===== config.mk =====
export PLATFORM = sky130hd
export DESIGN_NAME = core_timer_top
export DESIGN_NICKNAME = d
export VERILOG_FILES = /design/src/rtl/ct_pkg.sv /design/src/rtl/ct_prescaler.sv /design/src/rtl/ct_counter.sv /design/src/rtl/ct_toggle.sv /design/src/rtl/core_timer_top.sv
export SDC_FILE = /design/constraint.sdc
export NUM_CORES = 1
export LEC_CHECK = 0
export CAP_MARGIN = 30
export CORE_MARGIN = 5
export CORE_UTILIZATION = 61
export DETAILED_ROUTE_END_ITERATION = 8
export PLACE_DENSITY_LB_ADDON = 0.08
export RECOVER_POWER = 100
export SYNTH_ARGS = -nofsm -noshare
export SYNTH_HDL_FRONTEND = slang
export SYNTH_HIERARCHICAL = 1
export SYNTH_SLANG_ARGS = --single-unit

===== constraint.sdc =====
create_clock -name clk -period 7.2 [get_ports clk]
set_input_delay 0.72 -clock clk [delete_from_list [all_inputs] [get_ports clk]]
set_output_delay 0.72 -clock clk [all_outputs]
set_load 0.05 [all_outputs]

===== src/rtl/ct_pkg.sv =====
package ct_pkg;
   localparam logic [2:0] MODE_TIMER = 3'b000;
   localparam logic [2:0] MODE_GATED = 3'b001;
   localparam int CTRL_BITS = 12;

   typedef struct packed {
      logic       latch;
      logic       pin_en;
      logic       gate_lvl;
      logic       run;
      logic       down;
      logic       base_sel;
      logic [2:0] isel;
      logic [2:0] mode;
   } ctrl_t;
endpackage


===== src/rtl/ct_prescaler.sv =====
module ct_prescaler #(
   parameter int ISEL_W       = 3,
   parameter int BASE_L2_LO   = 2,
   parameter int BASE_L2_HI   = 3,
   parameter bit HAS_BASE_SEL = 1'b1
) (
   input  logic              clk,
   input  logic              rst_n,
   input  logic              active_i,
   input  logic              gate_ok_i,
   input  logic              base_sel_i,
   input  logic [ISEL_W-1:0] isel_i,
   output logic              tick_o
);
   localparam int MAX_L2 = BASE_L2_HI + (2**ISEL_W) - 1;
   localparam int PRE_W  = MAX_L2;
   localparam int DL_W   = $clog2(PRE_W + 1) + 1;

   if (BASE_L2_LO < 1 || BASE_L2_HI < BASE_L2_LO) begin : g_bad_base
      $error("ct_prescaler: base factors must be at least 2 and ordered");
   end

   logic [PRE_W-1:0] pre_q;
   logic [DL_W-1:0]  base_l2;
   logic [DL_W-1:0]  div_l2;
   logic [PRE_W:0]   mask;
   logic             step;

   if (HAS_BASE_SEL) begin : g_base_sel
      assign base_l2 = base_sel_i ? DL_W'(BASE_L2_HI) : DL_W'(BASE_L2_LO);
   end else begin : g_base_fixed
      logic unused_sel;
      assign unused_sel = base_sel_i;
      assign base_l2    = DL_W'(BASE_L2_LO);
   end

   assign div_l2 = base_l2 + DL_W'(isel_i);
   assign mask   = ((PRE_W+1)'(1) << div_l2) - (PRE_W+1)'(1);
   assign step   = active_i && gate_ok_i;
   assign tick_o = step && ((pre_q & mask[PRE_W-1:0]) == mask[PRE_W-1:0]);

   always_ff @(posedge clk or negedge rst_n) begin
      if (!rst_n)         pre_q <= '0;
      else if (!active_i) pre_q <= '0;
      else if (step)      pre_q <= pre_q + 1'b1;
   end

   // the smallest division is 4, so ticks never come back to back
   p_tick_gap_r2: assert property (@(posedge clk) disable iff (!rst_n)
      tick_o |=> !tick_o);
   // a closed gate freezes the prescaler
   p_gate_hold_r5: assert property (@(posedge clk) disable iff (!rst_n)
      (active_i && !gate_ok_i) |=> $stable(pre_q));
endmodule


===== src/rtl/ct_counter.sv =====
module ct_counter #(
   parameter int CNT_W = 16
) (
   input  logic             clk,
   input  logic             rst_n,
   input  logic             tick_i,
   input  logic             down_i,
   input  logic             load_i,
   input  logic [CNT_W-1:0] load_val_i,
   output logic [CNT_W-1:0] cnt_o,
   output logic             wrap_now_o,
   output logic             evt_o
);
   logic [CNT_W-1:0] cnt_q;
   logic             evt_q;
   logic             at_edge;

   assign at_edge    = down_i ? (cnt_q == '0) : (&cnt_q);
   assign wrap_now_o = tick_i && !load_i && at_edge;

   always_ff @(posedge clk or negedge rst_n) begin
      if (!rst_n) begin
         cnt_q <= '0;
         evt_q <= 1'b0;
      end else begin
         evt_q <= wrap_now_o;
         if (load_i)      cnt_q <= load_val_i;
         else if (tick_i) cnt_q <= down_i ? cnt_q - 1'b1 : cnt_q + 1'b1;
      end
   end

   assign cnt_o = cnt_q;
   assign evt_o = evt_q;

   // the event pulse lasts a single cycle
   p_evt_single_r4: assert property (@(posedge clk) disable iff (!rst_n)
      evt_q |=> !evt_q);
   // a load wins over a coincident tick
   p_load_wins_r8: assert property (@(posedge clk) disable iff (!rst_n)
      load_i |=> (cnt_q == $past(load_val_i)) && !evt_q);
   // without tick or load the count holds
   p_hold_r9: assert property (@(posedge clk) disable iff (!rst_n)
      (!tick_i && !load_i) |=> $stable(cnt_q));
endmodule


===== src/rtl/ct_toggle.sv =====
module ct_toggle (
   input  logic clk,
   input  logic rst_n,
   input  logic wrap_i,
   input  logic sw_wr_i,
   input  logic sw_val_i,
   output logic latch_o
);
   logic latch_q;

   always_ff @(posedge clk or negedge rst_n) begin
      if (!rst_n)       latch_q <= 1'b0;
      else if (sw_wr_i) latch_q <= sw_val_i;
      else if (wrap_i)  latch_q <= ~latch_q;
   end

   assign latch_o = latch_q;

   // a wrap without a software write inverts the latch
   p_wrap_flip_r4: assert property (@(posedge clk) disable iff (!rst_n)
      (wrap_i && !sw_wr_i) |=> (latch_q != $past(latch_q)));
   // a software write takes priority over the toggle
   p_sw_wins_r7: assert property (@(posedge clk) disable iff (!rst_n)
      sw_wr_i |=> (latch_q == $past(sw_val_i)));
endmodule


===== src/rtl/core_timer_top.sv =====
module core_timer_top #(
   parameter int CNT_W        = 16,
   parameter int ISEL_W       = 3,
   parameter int BASE_L2_LO   = 2,
   parameter int BASE_L2_HI   = 3,
   parameter bit HAS_BASE_SEL = 1'b1,
   parameter bit PIN_IDLE     = 1'b0
) (
   input  logic             clk,
   input  logic             rst_n,
   input  logic             wr_en,
   input  logic             wr_addr,
   input  logic [CNT_W-1:0] wr_data,
   input  logic             rd_addr,
   output logic [CNT_W-1:0] rd_data,
   input  logic             gate_in,
   output logic             tout_pin,
   output logic             tout_latch,
   output logic             tout_evt
);
   import ct_pkg::*;

   localparam int SPARE_W = CNT_W - CTRL_BITS;

   if (CNT_W <= CTRL_BITS) begin : g_bad_width
      $error("core_timer_top: CNT_W must exceed the control field width");
   end
   if (ISEL_W != 3) begin : g_bad_isel
      $error("core_timer_top: control layout holds a 3-bit input select");
   end

   ctrl_t            ctrl_q;
   logic [SPARE_W-1:0] spare_q;
   logic             ctrl_wr;
   logic             cnt_wr;
   logic             mode_ok;
   logic             active;
   logic             gate_ok;
   logic             tick;
   logic             wrap_now;
   logic             latch;
   logic [CNT_W-1:0] cnt;
   ctrl_t            ctrl_view;

   assign ctrl_wr = wr_en && (wr_addr == 1'b0);
   assign cnt_wr  = wr_en && (wr_addr == 1'b1);

   always_ff @(posedge clk or negedge rst_n) begin
      if (!rst_n) begin
         ctrl_q  <= '0;
         spare_q <= '0;
      end else if (ctrl_wr) begin
         ctrl_q  <= ctrl_t'(wr_data[CTRL_BITS-1:0]);
         spare_q <= wr_data[CNT_W-1:CTRL_BITS];
      end
   end

   assign mode_ok = (ctrl_q.mode == MODE_TIMER) || (ctrl_q.mode == MODE_GATED);
   assign active  = ctrl_q.run && mode_ok;
   assign gate_ok = (ctrl_q.mode != MODE_GATED) || (gate_in == ctrl_q.gate_lvl);

   ct_prescaler #(
      .ISEL_W      (ISEL_W),
      .BASE_L2_LO  (BASE_L2_LO),
      .BASE_L2_HI  (BASE_L2_HI),
      .HAS_BASE_SEL(HAS_BASE_SEL)
   ) u_pre (
      .clk       (clk),
      .rst_n     (rst_n),
      .active_i  (active),
      .gate_ok_i (gate_ok),
      .base_sel_i(ctrl_q.base_sel),
      .isel_i    (ctrl_q.isel),
      .tick_o    (tick)
   );

   ct_counter #(.CNT_W(CNT_W)) u_cnt (
      .clk       (clk),
      .rst_n     (rst_n),
      .tick_i    (tick),
      .down_i    (ctrl_q.down),
      .load_i    (cnt_wr),
      .load_val_i(wr_data),
      .cnt_o     (cnt),
      .wrap_now_o(wrap_now),
      .evt_o     (tout_evt)
   );

   ct_toggle u_tog (
      .clk     (clk),
      .rst_n   (rst_n),
      .wrap_i  (wrap_now),
      .sw_wr_i (ctrl_wr),
      .sw_val_i(wr_data[CTRL_BITS-1]),
      .latch_o (latch)
   );

   always_comb begin
      ctrl_view       = ctrl_q;
      ctrl_view.latch = latch;
   end

   assign rd_data    = rd_addr ? cnt : {spare_q, ctrl_view};
   assign tout_latch = latch;

   if (PIN_IDLE) begin : g_pin_idle_hi
      assign tout_pin = ctrl_q.pin_en ? latch : 1'b1;
   end else begin : g_pin_idle_lo
      assign tout_pin = ctrl_q.pin_en && latch;
   end

   // an invalid mode or a stopped timer never produces a tick
   p_no_tick_idle_r9: assert property (@(posedge clk) disable iff (!rst_n)
      !active |-> !tick);
   // an event is always accompanied by a latch change or a software write
   p_evt_latch_r4: assert property (@(posedge clk) disable iff (!rst_n)
      (wrap_now && !ctrl_wr) |=> (tout_evt && (tout_latch != $past(tout_latch))));
endmodule


==> results.yml, run 1 <==
setup_path:
  cp.arrival_ns: 4.59
  start_kind: "register"
  cp_max_fo: 12
  end_kind: "register"
  crit_type: "reg2reg"
  reg2reg_depth: 18
  r2r_slack_ns: 2.77
  r2r_end: "u_cnt/cnt_o[12]$_DFFE_PN0P_"
  r2r-start: "ctrl_q[6]$_DFFE_PN0P_"
  crit_required_ns: 7.35
yosys:
  synth_area_leader_cell: "dfrtp_1"
  synth.top_cells.by_count: "dfrtp_1 (43), nand2_1 (29), a21oi_1 (22), mux2_2 (22), ha_1 (19)"
  synth.distinct_cells: 61
  yosysTopAreaCellShare_pct: 32.3
  syn_inst: 347
  synthTopCellsByArea: "dfrtp_1 (32%), mux2_2 (7.4%), ha_1 (7.1%)"
  yosysMostFrequentCell: "dfrtp_1"
  yosys_warnings: 6
  synth_edf_count: 0
  yosys_register_bits: 43
  syn_area_per_cell_sq_um: 9.59
  async_flop_share_pct: 100
  seq_area_frac_synth_pct: 32.3
  synth.net_count: 389
  ys.flop_type: "dfrtp_1"
  netlist_area_sq_mm: 0.00333
sta:
  setup_viol: 0
  skew_ns: 0.00474
  fin_crit_ns: 4.43
  hold_viol_final: 0
  tns_ns: 0
  worst_pin_slew_ns: 2.17
  max-slew-margin-rel_pct: -44.9
  fin_crit_sh_pct: 61.6
  max_freq_mhz: 226
  drv_slew: 60
  rsz0062_at_grt: "false"
clock_network:
  cts_htree_levels: 2
  postCtsSetupRepairBufs: 0
  cts_root_buf: "clkbuf_8"
  clk_pin_slew_ns: 0.09
  cts-resized-gates: 0
  clk_latency_ns: 0.30
  cts_hold_buf: 0
  numCtsBuffers: 5
  tritoncts: "yes"
  clockBufferDepth: 2
  clock-sinks: 43
finish:
  fin_nets: 425
  n_antenna_cell: 0
  fin_util_pct: 70.2
  fin_area_sq_mm: 0.00379
  drive_above_1_share_pct: 11.7
  area_delta_synth_final_pct: 13.9
floorplanning:
  rows: 27
  fp.dieW_um: 83.9
  core_sq_mm: 0.00541
  dieArea_sq_mm: 0.00704
  die_h_um: 83.9
  start_util_pct: 61.6
  pin_count: 41
global_route:
  antenna_found_initial: 0
  grt_start_max_net_pins: 44
  grt_use_total_pct: 23.5
  grt_pass1_wl_mm: 13.5
  grt_remaining_overflow: 0
  grt_pass1_vias: 2775
placement:
  io_buffers: 40
  place.gp.congestion: 0.882
  dp_hpwl_mm: 6.14
  place_area_sq_mm: 0.00372
min_path:
  hold_path.class: "in2async"
routing:
  wire_per_inst_um: 18.2
  vias_per_cell: 6.13
  firstDrtPassIters: 4
  antenna_left: 0
  drcViolationCount: 0
  wirelength_mm: 8.31
  drt_iter0_markers: 173
  vias: 2794
run_status:
  violations: "max-capacitance violations, max-slew violations"
  outcome: "complete, but fails checks"
power_and_ir_drop:
  ir_worst_vdd_v: 0.000145
  power_density_mw_per_mm2: 257
  p_leak_nw: 1.59
run:
  cap_violations: 2
-- layout make-up --
class,instances,area (sq um)
Clock buffer,5,68.8
Fill cell,455,1610
Inverter,10,37.5
Timing Repair Buffer,42,402
Sequential cell,43,1080
Multi-Input combinational cell,281,2070
Tap cell,72,90.1
Clock inverter,3,43.8
-- metal layers --
metal  track usage (%)  part of all wire, %  vias to the layer above  routed length, um
met5                 0                    0                        -                  0
met4              7.75                  2.1                        0                175
met3              3.75                  5.4                       13                447
met2              39.0                   47                       92               3940
met1              31.2                   45                     1345               3740
li1                  -                    -                     1344                  -
-- power by group --
part	total, mW	internal, mW	switching (mW)	leakage (nW)
Sequential	0.316	0.270	0.0467	0.535
Clock	0.194	0.103	0.0903	0.0581
Combinational	0.465	0.192	0.272	0.998
-- worst max-delay path by stage --
stage	startpoint	endpoint	slack, ns	cells past startpoint
CTS	ctrl_q[6]$_DFFE_PN0P_	u_tog/latch_o$_DFFE_PN0P_	3.38	17
global route	ctrl_q[6]$_DFFE_PN0P_	u_cnt/cnt_o[12]$_DFFE_PN0P_	2.41	18
floorplan	ctrl_q[6]$_DFFE_PN0P_	u_cnt/cnt_o[11]$_DFFE_PN0P_	3.70	17
global placement	ctrl_q[6]$_DFFE_PN0P_	u_cnt/cnt_o[12]$_DFFE_PN0P_	3.56	18
finish	ctrl_q[6]$_DFFE_PN0P_	u_cnt/cnt_o[12]$_DFFE_PN0P_	2.77	18
detailed placement	ctrl_q[3]$_DFFE_PN0P_	u_tog/latch_o$_DFFE_PN0P_	3.41	17
-- state kept, by name (all words and copies together) (netlist names) --
signal         count
u_pre/pre_q       10
u_cnt/cnt_o       16
u_tog/latch_o      1
u_cnt/evt_o        1
spare_q            4
ctrl_q            11
-- critical path: stages, from the launching register on --
cell and delay (ns):
dfrtp_1 0.38, ha_1 0.24, inv_1 0.09, ha_1 0.28, or4b_1 0.57, nand2_1 0.14, nand3_1 0.09, ha_1 0.30
nand4bb_1 0.14, o21ai_0 0.09, o21ai_0 0.17, o211ai_1 0.10, nor3_1 0.19, clkbuf_1 0.55, inv_1 0.29, a21oi_1 0.33
nand2_1 0.11, mux2i_1 0.17, a221oi_2 0.05
-- placed cells by master (no fill, tap or decap), types with 6 or more instances in the layout --
cell type / instances
xnor2_1: 18
mux2_2: 29
a21o_1: 8
a22oi_1: 7
o21ai_0: 20
nor2_1: 13
ha_1: 19
dfrtp_1: 43
clkdlybuf4s50_1: 18
o21ai_1: 7
nand3_1: 7
inv_1: 10
nand2_1: 29
nor4_1: 7
a21oi_1: 22
nand4_1: 6
nand2b_1: 6
dlygate4sd3_1: 21
and2_0: 7
-- per-stage QoR --
stage	hold WS (ns)	setup slack [ns]	power [mW]	cells
2_1_floorplan	0.424	3.70	0.675	347
3_3_place_gp	0.491	3.56	0.787	447
3_5_place_dp	0.499	3.41	0.794	447
4_1_cts	0.525	3.38	0.987	455
5_1_grt	0.209	2.41	1.03	456
6_report	0.207	2.77	0.975	456
-- logic make-up after synthesis --
family | Yosys count | synth area share [%]
multiplexers | 37 | 13.3
XOR/XNOR | 23 | 6.05
AND/OR/NAND/NOR | 107 | 17.7
AO/OA/AOI/OAI | 94 | 18.7
flip-flops | 43 | 32.3
adder cells (fa/ha/maj) | 20 | 7.74
buffers and inverters | 23 | 4.13
(Power assumes the default switching activity.)
==> inputs of run 2 (changes only) <==
CORE_UTILIZATION = 57   (was 61)
clock period = 4.7 ns   (was 7.2 ns; I/O delays follow)
==> run 2 against run 1 <==
- the flow still finishes with violations (max-capacitance violations, max-slew violations)
- via count grew 0.14%
- clock-buffer cell count is the same
- routed wire length grew 0.66%
- combinational power grew 53%
- maximum frequency grew 11%
- sequential power grew 53%
- setup slack lost 2.1 ns
- clock power grew 26%
- total power grew 48%
- flip-flop and latch count is the same
- cell count grew 0.22%
- critical path type unchanged
- highest routed layer unchanged
==> results.yml, run 2 (same netlist as run 1, synthesis figures left out) <==
run_status:
  outcome: "complete, but fails checks"
  violations: "max-capacitance violations, max-slew violations"
sta:
  skew_ns: 0.00998
  tns_ns: 0
  drv_slew: 60
  hold_viol_final: 0
  rsz0062_at_grt: "false"
  setup_viol: 0
  max-slew-margin-rel_pct: -45.4
  fin_crit_ns: 3.99
  fin_hold_ws_ns: 0.503
  fin_crit_sh_pct: 84.9
  worst_pin_slew_ns: 2.18
  max_freq_mhz: 251
setup_path:
  cp_max_fo: 12
  crit_required_ns: 4.86
  r2r_end: "u_cnt/cnt_o[12]$_DFFE_PN0P_"
  cpMostUsedCell: "ha_1"
  reg2reg_depth: 17
  end_kind: "register"
  critical-path-slowest-cell: "or4b_1"
  cp.arrival_ns: 4.15
  critPathTopFamily: "simple AND/OR/NAND/NOR gates"
  r2r_slack_ns: 0.71
  critPathBufInv: 3
  slowest_delay_ns: 0.58
  path_cells: "ha_1, inv_1, ha_1, or4b_1, nand2_1, nand3_1, ha_1, o211ai_1, nor4_1, o211ai_1, nor3_1, buf_4, inv_1, a21oi_1, nand2b_1, mux2i_1, a221oi_2"
  crit_type: "reg2reg"
  r2r-start: "ctrl_q[6]$_DFFE_PN0P_"
  start_kind: "register"
floorplanning:
  rows: 27
  core_sq_mm: 0.00561
  die_h_um: 86.4
  dieArea_sq_mm: 0.00747
  pin_count: 41
  fp.dieW_um: 86.4
  start_util_pct: 59.4
min_path:
  holdPathStages: 1
  hold_path.class: "reg2reg"
  hold_start: "spare_q[2]$_DFFE_PN0P_"
  min_to: "spare_q[2]$_DFFE_PN0P_"
placement:
  place.gp.congestion: 0.904
  dp_hpwl_mm: 6.13
  io_buffers: 40
clock_network:
  postCtsSetupRepairBufs: 0
  clk_latency_ns: 0.30
  cts_hold_buf: 0
  numCtsBuffers: 5
  clk_pin_slew_ns: 0.09
  tritoncts: "yes"
  clock-sinks: 43
  cts_htree_levels: 2
  cts-resized-gates: 0
  clockBufferDepth: 2
  cts_root_buf: "clkbuf_8"
global_route:
  grt_remaining_overflow: 0
  grt_pass1_vias: 2778
  antenna_found_initial: 0
  grt_use_total_pct: 23.2
  grt_pass1_wl_mm: 13.8
  grt_start_max_net_pins: 44
routing:
  vias: 2798
  vias_per_cell: 6.12
  wire_per_inst_um: 18.3
  drcViolationCount: 0
  drt_iter0_markers: 163
  wirelength_mm: 8.36
  firstDrtPassIters: 4
  antenna_left: 0
finish:
  largest_reg_flops: 16
  fin_nets: 426
  multi_input_area_sq_mm: 0.00207
  final_cell_mix: "dfrtp_1 (43), mux2_2 (29), nand2_1 (29), dlygate4sd3_1 (22), a21oi_1 (22)"
  drive_above_1_share_pct: 11.9
  area_delta_synth_final_pct: 13.7
  seqCellArea_sq_mm: 0.00108
  fillers: 511
  n_antenna_cell: 0
  mostFrequentLayoutCell: "dfrtp_1"
power_and_ir_drop:
  ir_worst_vdd_v: 0.000233
  p_leak_nw: 1.58
  power_density_mw_per_mm2: 380
run:
  cap_violations: 2
==> run 2: cell types whose count changed in the layout (fill, tap and decap cells not counted), sizes merged <==
cell and delta:
dlygate4sd3 +1, buf +1, inv +1, clkbuf -1, bufinv -1, clkinvlp +2
clkinv -2
==> run 2: per-stage QoR <==
| stage | utilization [%] | setup WS (ns) | power (mW) | instances | instance area, sq um |
|---|---|---|---|---|---|
| final | 67.5 | 0.708 | 1.44 | 457 | 3790 |
| after floorplan | - | 1.20 | 1.03 | 347 | 3330 |
| after detailed placement | 66.4 | 0.858 | 1.21 | 447 | 3720 |
| after global routing | 67.5 | 0.352 | 1.53 | 457 | 3790 |
| after CTS | 68.0 | 0.840 | 1.46 | 455 | 3810 |
| after global placement | 66.4 | 1.08 | 1.21 | 447 | 3720 |
==> run 2: power breakdown <==
group	leakage (nW)	switching, mW	internal, mW
registers	0.535	0.0696	0.413
logic	1.01	0.416	0.296
clock network	0.0408	0.138	0.106
==> run 2: how the worst max path moves through the flow <==
stage / depth (start not counted) / end / slack (ns) / from
3_3_place_gp: 18 / u_cnt/cnt_o[12]$_DFFE_PN0P_ / 1.08 / ctrl_q[3]$_DFFE_PN0P_
2_1_floorplan: 17 / u_cnt/cnt_o[11]$_DFFE_PN0P_ / 1.20 / ctrl_q[6]$_DFFE_PN0P_
5_1_grt: 18 / u_cnt/cnt_o[12]$_DFFE_PN0P_ / 0.35 / ctrl_q[3]$_DFFE_PN0P_
4_1_cts: 16 / u_tog/latch_o$_DFFE_PN0P_ / 0.84 / ctrl_q[6]$_DFFE_PN0P_
3_5_place_dp: 16 / u_tog/latch_o$_DFFE_PN0P_ / 0.86 / ctrl_q[6]$_DFFE_PN0P_
6_report: 17 / u_cnt/cnt_o[12]$_DFFE_PN0P_ / 0.71 / ctrl_q[6]$_DFFE_PN0P_
==> run 2: worst register-to-register path, delay by kind of cell (launching register included) <==
| kind | cells | cell delay (ns) |
|---|---|---|
| AOI/OAI and AO/OA | 4 | 0.57 |
| adders and majority gates | 3 | 0.83 |
| buffers and inverters | 3 | 0.48 |
| DFF | 1 | 0.38 |
| muxes | 1 | 0.17 |
| and+or+nand+nor | 6 | 1.44 |
==> run 2: per-layer routing <==
metal / up-vias / GRT usage, % / share of wire [%]
met2: 85 / 37.6 / 47
met1: 1354 / 33.3 / 47
met3: 7 / 3.42 / 5.2
met4: 0 / 4.11 / 0.85
li1: 1352 / - / -
met5: - / 0 / 0
==> run 2: cell type report <==
| type | count | area share [%] |
|---|---|---|
| timing repair buffer | 43 | 11.0 |
| clock inverter | 3 | 0.628 |
| sequential | 43 | 28.4 |
| tap | 72 | 2.38 |
| inverter | 10 | 0.991 |
| multi-input combinational | 281 | 54.8 |
| clock buffer | 5 | 1.82 |
